==> config.mk <==
export PLATFORM = sky130hd
export DESIGN_NAME = disp_serial_writer
export DESIGN_NICKNAME = d
export VERILOG_FILES = /design/src/rtl/sdw_pkg.sv /design/src/rtl/sdw_ctrl.sv /design/src/rtl/sdw_datapath.sv /design/src/rtl/disp_serial_writer.sv
export SDC_FILE = /design/constraint.sdc
export NUM_CORES = 1
export LEC_CHECK = 0
export BUFFER_PORTS_ARGS = -buffer_cell sky130_fd_sc_hd__buf_2
export CORE_ASPECT_RATIO = 1.25
export CORE_MARGIN = 2
export CORE_UTILIZATION = 25
export CTS_BUF_LIST = sky130_fd_sc_hd__clkbuf_2
export DETAILED_ROUTE_END_ITERATION = 7
export HOLD_SLACK_MARGIN = 0.03
export PLACE_DENSITY = 0.51
export SLEW_MARGIN = 30
export SYNTH_ARGS = -nofsm -noshare
export SYNTH_HDL_FRONTEND = slang
export SYNTH_HIERARCHICAL = 1
export SYNTH_SLANG_ARGS = --single-unit
==> constraint.sdc <==
create_clock -name clk -period 2.41 [get_ports clk]
set_clock_uncertainty 0.15 [all_clocks]
set_input_delay 0 -clock clk [delete_from_list [all_inputs] [get_ports clk]]
set_output_delay 0 -clock clk [all_outputs]
set_load 0.01 [all_outputs]
==> src/rtl/sdw_pkg.sv <==
package sdw_pkg;

  typedef enum logic [1:0] {
    ST_IDLE,
    ST_LOAD,
    ST_LOW,
    ST_HIGH
  } sdwState_e;

  typedef struct packed {
    logic acceptReq;
    logic loadByte;
    logic nextBit;
    logic divClear;
    logic divRun;
    logic endXfer;
  } sdwStrobe_t;

endpackage

==> src/rtl/sdw_ctrl.sv <==
module sdw_ctrl
  import sdw_pkg::*;
#(
  parameter int LEN_W  = 16,
  parameter int DATA_W = 8
) (
  input  logic             clk,
  input  logic             rstN,
  input  logic             reqValid,
  input  logic             reqIsData,
  input  logic [LEN_W-1:0] reqLen,
  input  logic             byteValid,
  input  logic             tick,
  output logic             reqReady,
  output logic             byteReady,
  output logic             busy,
  output logic             csN,
  output logic             sclk,
  output sdwStrobe_t       stb
);
  localparam int BIT_W = $clog2(DATA_W);
  localparam logic [BIT_W-1:0] LAST_BIT = BIT_W'(DATA_W - 1);

  sdwState_e state, nextState;
  logic [BIT_W-1:0] bitCnt;
  logic [LEN_W-1:0] remCnt;

  always_comb begin
    stb       = '0;
    nextState = state;
    case (state)
      ST_IDLE: begin
        if (reqValid && (!reqIsData || reqLen != '0)) begin
          stb.acceptReq = 1'b1;
          nextState     = ST_LOAD;
        end
      end
      ST_LOAD: begin
        if (byteValid) begin
          stb.loadByte = 1'b1;
          stb.divClear = 1'b1;
          nextState    = ST_LOW;
        end
      end
      ST_LOW: begin
        stb.divRun = 1'b1;
        if (tick) begin
          stb.divClear = 1'b1;
          nextState    = ST_HIGH;
        end
      end
      ST_HIGH: begin
        stb.divRun = 1'b1;
        if (tick) begin
          stb.divClear = 1'b1;
          if (bitCnt == LAST_BIT) begin
            if (remCnt == LEN_W'(1)) begin
              stb.endXfer = 1'b1;
              nextState   = ST_IDLE;
            end else begin
              nextState = ST_LOAD;
            end
          end else begin
            stb.nextBit = 1'b1;
            nextState   = ST_LOW;
          end
        end
      end
      default: nextState = ST_IDLE;
    endcase
  end

  always_ff @(posedge clk or negedge rstN) begin
    if (!rstN) begin
      state  <= ST_IDLE;
      bitCnt <= '0;
      remCnt <= '0;
    end else begin
      state <= nextState;
      if (stb.acceptReq) remCnt <= reqIsData ? reqLen : LEN_W'(1);
      else if (state == ST_HIGH && tick && bitCnt == LAST_BIT && !stb.endXfer)
        remCnt <= remCnt - LEN_W'(1);
      if (stb.loadByte)     bitCnt <= '0;
      else if (stb.nextBit) bitCnt <= bitCnt + BIT_W'(1);
    end
  end

  assign reqReady  = (state == ST_IDLE);
  assign busy      = (state != ST_IDLE);
  assign byteReady = (state == ST_LOAD);
  assign csN       = (state == ST_IDLE);
  assign sclk      = (state != ST_LOW);

endmodule

==> src/rtl/sdw_datapath.sv <==
module sdw_datapath
  import sdw_pkg::*;
#(
  parameter int DIV_W  = 8,
  parameter int DATA_W = 8
) (
  input  logic              clk,
  input  logic              rstN,
  input  sdwStrobe_t        stb,
  input  logic              reqIsData,
  input  logic [DATA_W-1:0] byteData,
  input  logic [DIV_W-1:0]  divCfg,
  output logic              tick,
  output logic              dcSel,
  output logic              sdata
);
  logic [DATA_W-2:0] restBits;
  logic [DIV_W-1:0]  divCnt;
  logic              sdReg;
  logic              dcReg;

  always_ff @(posedge clk or negedge rstN) begin
    if (!rstN) begin
      restBits <= '0;
      sdReg    <= 1'b1;
      dcReg    <= 1'b1;
      divCnt   <= '0;
    end else begin
      if (stb.acceptReq) dcReg <= reqIsData;
      if (stb.endXfer) begin
        dcReg <= 1'b1;
        sdReg <= 1'b1;
      end
      if (stb.loadByte) begin
        restBits <= byteData[DATA_W-2:0];
        sdReg    <= byteData[DATA_W-1];
      end else if (stb.nextBit) begin
        sdReg    <= restBits[DATA_W-2];
        restBits <= {restBits[DATA_W-3:0], 1'b0};
      end
      if (stb.divClear)    divCnt <= '0;
      else if (stb.divRun) divCnt <= divCnt + DIV_W'(1);
    end
  end

  assign tick  = (divCnt == divCfg);
  assign dcSel = dcReg;
  assign sdata = sdReg;

endmodule

==> src/rtl/disp_serial_writer.sv <==
module disp_serial_writer
  import sdw_pkg::*;
#(
  parameter int DIV_W  = 8,
  parameter int LEN_W  = 16,
  parameter int DATA_W = 8
) (
  input  logic              clk,
  input  logic              rstN,
  input  logic [DIV_W-1:0]  divCfg,
  input  logic              reqValid,
  output logic              reqReady,
  input  logic              reqIsData,
  input  logic [LEN_W-1:0]  reqLen,
  input  logic              byteValid,
  output logic              byteReady,
  input  logic [DATA_W-1:0] byteData,
  output logic              busy,
  output logic              csN,
  output logic              dcSel,
  output logic              sclk,
  output logic              sdata
);
  sdwStrobe_t stb;
  logic       tick;

  sdw_ctrl #(.LEN_W(LEN_W), .DATA_W(DATA_W)) u_ctrl (
    .clk(clk), .rstN(rstN), .reqValid(reqValid), .reqIsData(reqIsData),
    .reqLen(reqLen), .byteValid(byteValid), .tick(tick),
    .reqReady(reqReady), .byteReady(byteReady), .busy(busy),
    .csN(csN), .sclk(sclk), .stb(stb)
  );

  sdw_datapath #(.DIV_W(DIV_W), .DATA_W(DATA_W)) u_dp (
    .clk(clk), .rstN(rstN), .stb(stb), .reqIsData(reqIsData),
    .byteData(byteData), .divCfg(divCfg), .tick(tick),
    .dcSel(dcSel), .sdata(sdata)
  );

endmodule

Word-level counts from Yosys, hierarchy flattened

Cells that the tools add are included.
W data, S select, Z words.

Bits in registers: 38
Bits in latches: 0
Memory bits (writable): 0
Bits in read-only memories: 0
Bits of input ports: 37
Output and inout bits: 7
Word-level logic and storage cells: 73
Memories: 0

Add/sub/neg operators: 3
Multiply operators: 0
Divide/modulo/power cells: 0
Order comparisons: 0
Eq/ne operators: 11
Shift-type cells: 0
Mux-type cells: 35
Bitwise logic cells: 0
Reduce and logical (&&, ||, !) cells: 17

Operators by type and width:

| operator                | number |
|---|---|
| $mux W16                | 3 |
| $mux W1                 | 18 |
| $eq A16 B1 Y1 const B   | 1 |
| $mux W8                 | 2 |
| $reduce_bool A16 Y1     | 1 |
| $sub A16 B1 Y16 const B | 1 |
| $mux W7                 | 2 |
| $mux W2                 | 6 |
| $reduce_bool A2 Y1      | 5 |
| $add A8 B1 Y8 const B   | 1 |
| $eq A8 B8 Y1            | 1 |
| $pmux W2 S4             | 1 |
| $mux W3                 | 2 |
| $ne A2 B1 Y1 const B    | 3 |
| $eq A2 B2 Y1 const B    | 2 |
| $logic_and A1 B1 Y1     | 4 |
| $ne A2 B2 Y1 const B    | 2 |
| $reduce_and A4 Y1       | 1 |
| $add A3 B1 Y3 const B   | 1 |
| $eq A3 B3 Y1 const B    | 1 |
| $pmux W1 S3             | 1 |
| $reduce_bool A3 Y1      | 1 |
| $eq A2 B1 Y1 const B    | 1 |
| $logic_not A1 Y1        | 2 |
| 3 further kinds         | 3 |

Depth between registers and ports, before layout

Depth in word-level cells: 9
Depth in mapped cells: 11

Cells and area by module

Netlist, hierarchy kept.

By module, submodules not included:

| module       | times used | cells each | area each (µm²) |
|---|---|---|---|
| sdw_ctrl     | 1          | 155        | 1421.4 |
| sdw_datapath | 1          | 87         | 875.8 |

Least setup slack after synthesis

No wires, ideal clock.

Path type: register -> register
Start: reg u_ctrl.state[1]
End: reg u_dp.divCnt[7]
Library setup time: 0.077 ns
Data arrival time: 2.030 ns
Required time: 2.183 ns
Path slack: 0.153 ns
Stages on the path, launching flop included: 10
Path buffers: 3
Clock period less this slack: 2.257 ns
Cells stage by stage: dfrtp_1 -> buf_4 -> nor2b_1 -> and2_1 -> clkbuf_1 -> a21o_1 -> buf_4 -> o2111ai_2 -> or3_1 -> a21oi_1

RTL lines:

| item                     | RTL line           | text |
|---|---|---|
| start: declaration       | sdw_ctrl.sv:24     | `sdwState_e state, nextState;` |
| start signal: assignment | sdw_ctrl.sv:79     | `state <= nextState;` |
| end signal: assignment   | sdw_datapath.sv:42 | `else if (stb.divRun) divCnt <= divCnt + DIV_W'(1);` |
| end: declaration         | sdw_datapath.sv:18 | `logic [DIV_W-1:0] divCnt;` |

Worst setup path after layout

Start: in reqLen[2]
End: reg u_ctrl.remCnt[9]

Word-level cells in the longest chain between the ends: 6

Ends and longest elaborated chain:

| item                                                  | RTL line                 | text |
|---|---|---|
| start: declaration                                    | disp_serial_writer.sv:14 | `input logic [LEN_W-1:0] reqLen,` |
| $reduce_bool A16 Y1 *                                 | sdw_ctrl.sv:33           | `if (reqValid && (!reqIsData \|\| reqLen != '0)) begin` |
| $logic_or A1 B1 Y1 *                                  | sdw_ctrl.sv:33           |  |
| $logic_and A1 B1 Y1 *                                 | sdw_ctrl.sv:33           |  |
| $mux W1 *                                             | sdw_ctrl.sv:33           |  |
| $mux W1 *                                             | sdw_ctrl.sv:31           | `case (state)` |
| $mux W16 / $reduce_bool A2 Y1 (equally long branches) | n/a                      |  |
| end signal: assignment                                | sdw_ctrl.sv:80           | `if (stb.acceptReq) remCnt <= reqIsData ? reqLen : LEN_W'(1);` |
| end signal: assignment                                | sdw_ctrl.sv:82           | `remCnt <= remCnt - LEN_W'(1);` |
| end: declaration                                      | sdw_ctrl.sv:26           | `logic [LEN_W-1:0] remCnt;` |

Mark *: on every way between the ends. The rest lies on a longest branch, timed or not.
A chain may end at the register's enable or synchronous reset.

==> flow_summary.json <==
{
  "status": "complete, no violations",
  "startpoint_type": "input port",
  "worstMarginPinSlew_ns": 0.493,
  "finalSetupViolations": 0,
  "synth.net_count": 284,
  "power.leakage_nw": 1.39,
  "synth_seq_area_share": 0.415,
  "drcViolationCount": 0,
  "yosys.area_share.simple": 0.231,
  "wl_um": 6070,
  "worstPathCellList": "dlygate4sd3_1 -> buf_2 -> nor4_2 -> nand4_1 -> o211ai_2 -> buf_6 -> a21oi_1 -> dlygate4sd3_1 -> a21oi_1",
  "vias_per_cell": 4.50,
  "ant_nets": 0,
  "numPortBuffers": 43,
  "avgSynthCellArea_um2": 9.49,
  "endpoint": "u_ctrl/remCnt[9]",
  "fp.dieW_um": 89.7,
  "path_depth": 9,
  "hold_viol": 0,
  "path_delay_family": "buffers and inverters",
  "synth_mux_area_frac": 0.0392,
  "cp_data_arrival_time_ns": 2.45,
  "crit_path_top_delay_cell": "dlygate4sd3_1",
  "grt_pass1_wl_um": 10400,
  "grt_max_degree": 39,
  "tritoncts": "yes",
  "fillers": 933,
  "hpwl_um": 4320,
  "final.setup.tns_ns": 0,
  "clkSinkCount": 38,
  "floorplan.initialDensity": 0.254,
  "p_clk_frac": 0.153,
  "die-area_um2": 9980,
  "drive_above_1_share": 0.260,
  "rrSetupSlack_ns": 0.19,
  "finish.instance_area_um2": 3270,
  "slew_headroom": 0.671,
  "drv_slew": 0,
  "reg2reg_from": "u_dp/divCnt[4]",
  "clkTransAtPathRegs_ns": 0.22,
  "period_minus_slack_ns": 2.30,
  "fin_crit_sh": 0.954,
  "total_power_mw": 2.55,
  "ys_ff_latch": 38,
  "rows": 39,
  "p_int_mw": 1.58,
  "dr.pass1.iters": 4,
  "rr_worst_depth": 7,
  "area_delta_synth_final_pct": 42.4,
  "syn-cell-area_um2": 2300,
  "path_buf_inv": 4,
  "crit_fanout": 10,
  "drt_iter0_drc": 69,
  "cp.required_ns": 2.56,
  "synth_adder_area_share": 0.0272,
  "reg2reg_to": "u_ctrl/remCnt[12]",
  "clk_path_buf_depth": 2,
  "overflow": 0,
  "coreArea_um2": 9030,
  "crit_path_end_kind": "flip-flop",
  "cts_buffers": 5,
  "antenna_found_initial": 0,
  "place.gp.congestion": 0.797,
  "ir_drop_mv": 0.285,
  "clock.fmax_ghz": 0.435,
  "startpoint": "reqLen[2]",
  "holdCritPathClass": "input port to flip-flop",
  "diodes": 0,
  "seqPwrFrac": 0.507,
  "rsz0062_at_grt": "no",
  "switching_share": 0.379,
  "max_cap_viol_count": 0,
  "root_buffer": "clkbuf_2",
  "synth_warnings": 6,
  "synthXorXnorAreaFrac": 0.0953,
  "clkLatencyLatePin_ns": 0.38,
  "syn_inst": 242,
  "wire_per_inst_um": 13.1,
  "synth_top_family_by_area": "simple AND/OR/NAND/NOR gates",
  "fp.dieH_um": 111,
  "ios": 44,
  "dpl-instance-area_um2": 2680,
  "max_stage_delay_ns": 0.56,
  "nNetsFinal": 383,
  "htreeDepth": 2,
  "synth_cell_types": 42,
  "grt_pass1_vias": 2187,
  "num_vias": 2093,
  "synth_compound_area_frac": 0.149,
  "p_comb_frac": 0.341,
  "crit_type": "input port to flip-flop",
  "powerDensity_nw_per_um2": 778,
  "grt_usage": 0.126,
  "switching_power_mw": 0.964
}
flip-flops by register name (all words and copies together) (netlist names):
| signal | cells |
|---|---|
| u_dp/dcSel | 1 |
| u_dp/restBits | 7 |
| u_dp/sdata | 1 |
| u_ctrl/bitCnt | 3 |
| u_dp/divCnt | 8 |
| u_ctrl/state | 2 |
| u_ctrl/remCnt | 16 |
how the worst min path moves through the flow:
stage / start / endpoint / slack, ns / cells after the start
detailed placement: rstN / u_dp/divCnt[6] / 0.02 / 1
CTS: divCfg[1] / u_ctrl/state[0] / 0.06 / 7
global route: divCfg[1] / u_ctrl/state[0] / 0.07 / 7
finish: divCfg[1] / u_ctrl/state[0] / 0.11 / 7
global placement: rstN / u_dp/divCnt[6] / 0.02 / 1
floorplan: rstN / u_ctrl/bitCnt[0] / -0.45 / 0
area by class of cell:
class,instances,area [µm²],area share
Multi-Input combinational cell,183,1260,0.385
Clock inverter,3,40.0,0.0122
Timing Repair Buffer,107,816,0.249
Sequential cell,38,953,0.292
Inverter,6,22.5,0.00689
Clock buffer,5,25.0,0.00765
Tap cell,123,154,0.0471
per-layer routing:
layer	GRT usage	up-vias	part of all wire
li1	-	1060	-
met1	0.148	987	0.45
met2	0.236	42	0.52
met3	0.0218	4	0.026
met4	0.0297	0	0.0082
met5	0	-	0
power by group through the flow:
stage | clock [mW] | combinational, mW | sequential, mW
after floorplan | 0 | 0.614 | 1.23
after global placement | 0 | 0.794 | 1.30
after detailed placement | 0 | 0.811 | 1.30
after CTS | 0.412 | 0.854 | 1.29
after global routing | 0.442 | 0.965 | 1.34
final | 0.388 | 0.867 | 1.29
cells in the final DEF (no fill, tap or decap), types with 5 or more instances in the layout:
cell type,netlist,final
a21oi_1,32,32
nor3_1,5,5
nor4_2,3,5
nand2_1,15,15
o21ai_0,14,14
xnor2_1,22,22
nor2_1,18,18
clkbuf_2,0,5
mux2i_1,9,9
nand4_1,8,8
buf_4,3,19
ha_1,5,5
or3_1,5,5
dlygate4sd3_1,0,44
inv_1,6,6
buf_2,7,42
dfrtp_1,36,36
cells in the mapped netlist, drive strengths merged:
library cell / number / share of area
nand2: 15 / 0.025
nand4: 9 / 0.027
o2111ai: 1 / 0.0065
buf: 10 / 0.025
xor2: 3 / 0.011
o211ai: 2 / 0.0087
xnor2: 22 / 0.084
or4: 1 / 0.0033
nor4: 9 / 0.046
nor2: 18 / 0.029
ha: 5 / 0.027
or3: 5 / 0.014
o21ai: 15 / 0.033
nand3: 5 / 0.013
dfstp: 2 / 0.023
nor4b: 4 / 0.023
dfrtp: 36 / 0.39
nor2b: 4 / 0.011
a21oi: 33 / 0.074
clkbuf: 5 / 0.0082
and3: 2 / 0.0054
a31oi: 2 / 0.0054
a2111o: 1 / 0.0049
nor3: 5 / 0.011
a211oi: 2 / 0.0065
nand2b: 3 / 0.0082
a21o: 1 / 0.0033
and4: 2 / 0.0076
a211o: 1 / 0.0038
o31ai: 1 / 0.0033
inv: 6 / 0.0098
and2: 3 / 0.0082
mux2i: 9 / 0.039
kinds of logic after synthesis:
logic type                 after synthesis
muxes                                    9
DFF                                     38
buffers and inverters                   21
xor gates and xnor gates                25
adders and majority gates                5
and+or+nand+nor                         85
AOI/OAI and AO/OA                       59
worst register-to-register path: stages, from the launching register on:
cell     delay [ns]
dfrtp_1        0.47
xnor2_1        0.18
nand4_1        0.12
nor2_1         0.16
and4_4         0.30
nand4_2        0.17
or4_1          0.44
a31oi_1        0.16
timing repair:
item	in CTS	in global routing
gates resized for setup	0	6
setup buffers	0	8
hold endpoints to repair	68	36
hold buffers	43	1
endpoints found under the setup margin	0	12
stage by stage:
stage          setup slack (ns)  hold WS [ns]  utilization  instances
6_report                  0.110         0.108        0.362        465
4_1_cts                  0.0723        0.0620        0.352        456
3_3_place_gp              0.180        0.0170        0.297        405
2_1_floorplan             0.153        -0.446            -        242
5_1_grt                  0.0282        0.0719        0.362        465
3_5_place_dp              0.133        0.0222        0.297        405
(Power assumes the default switching activity.)
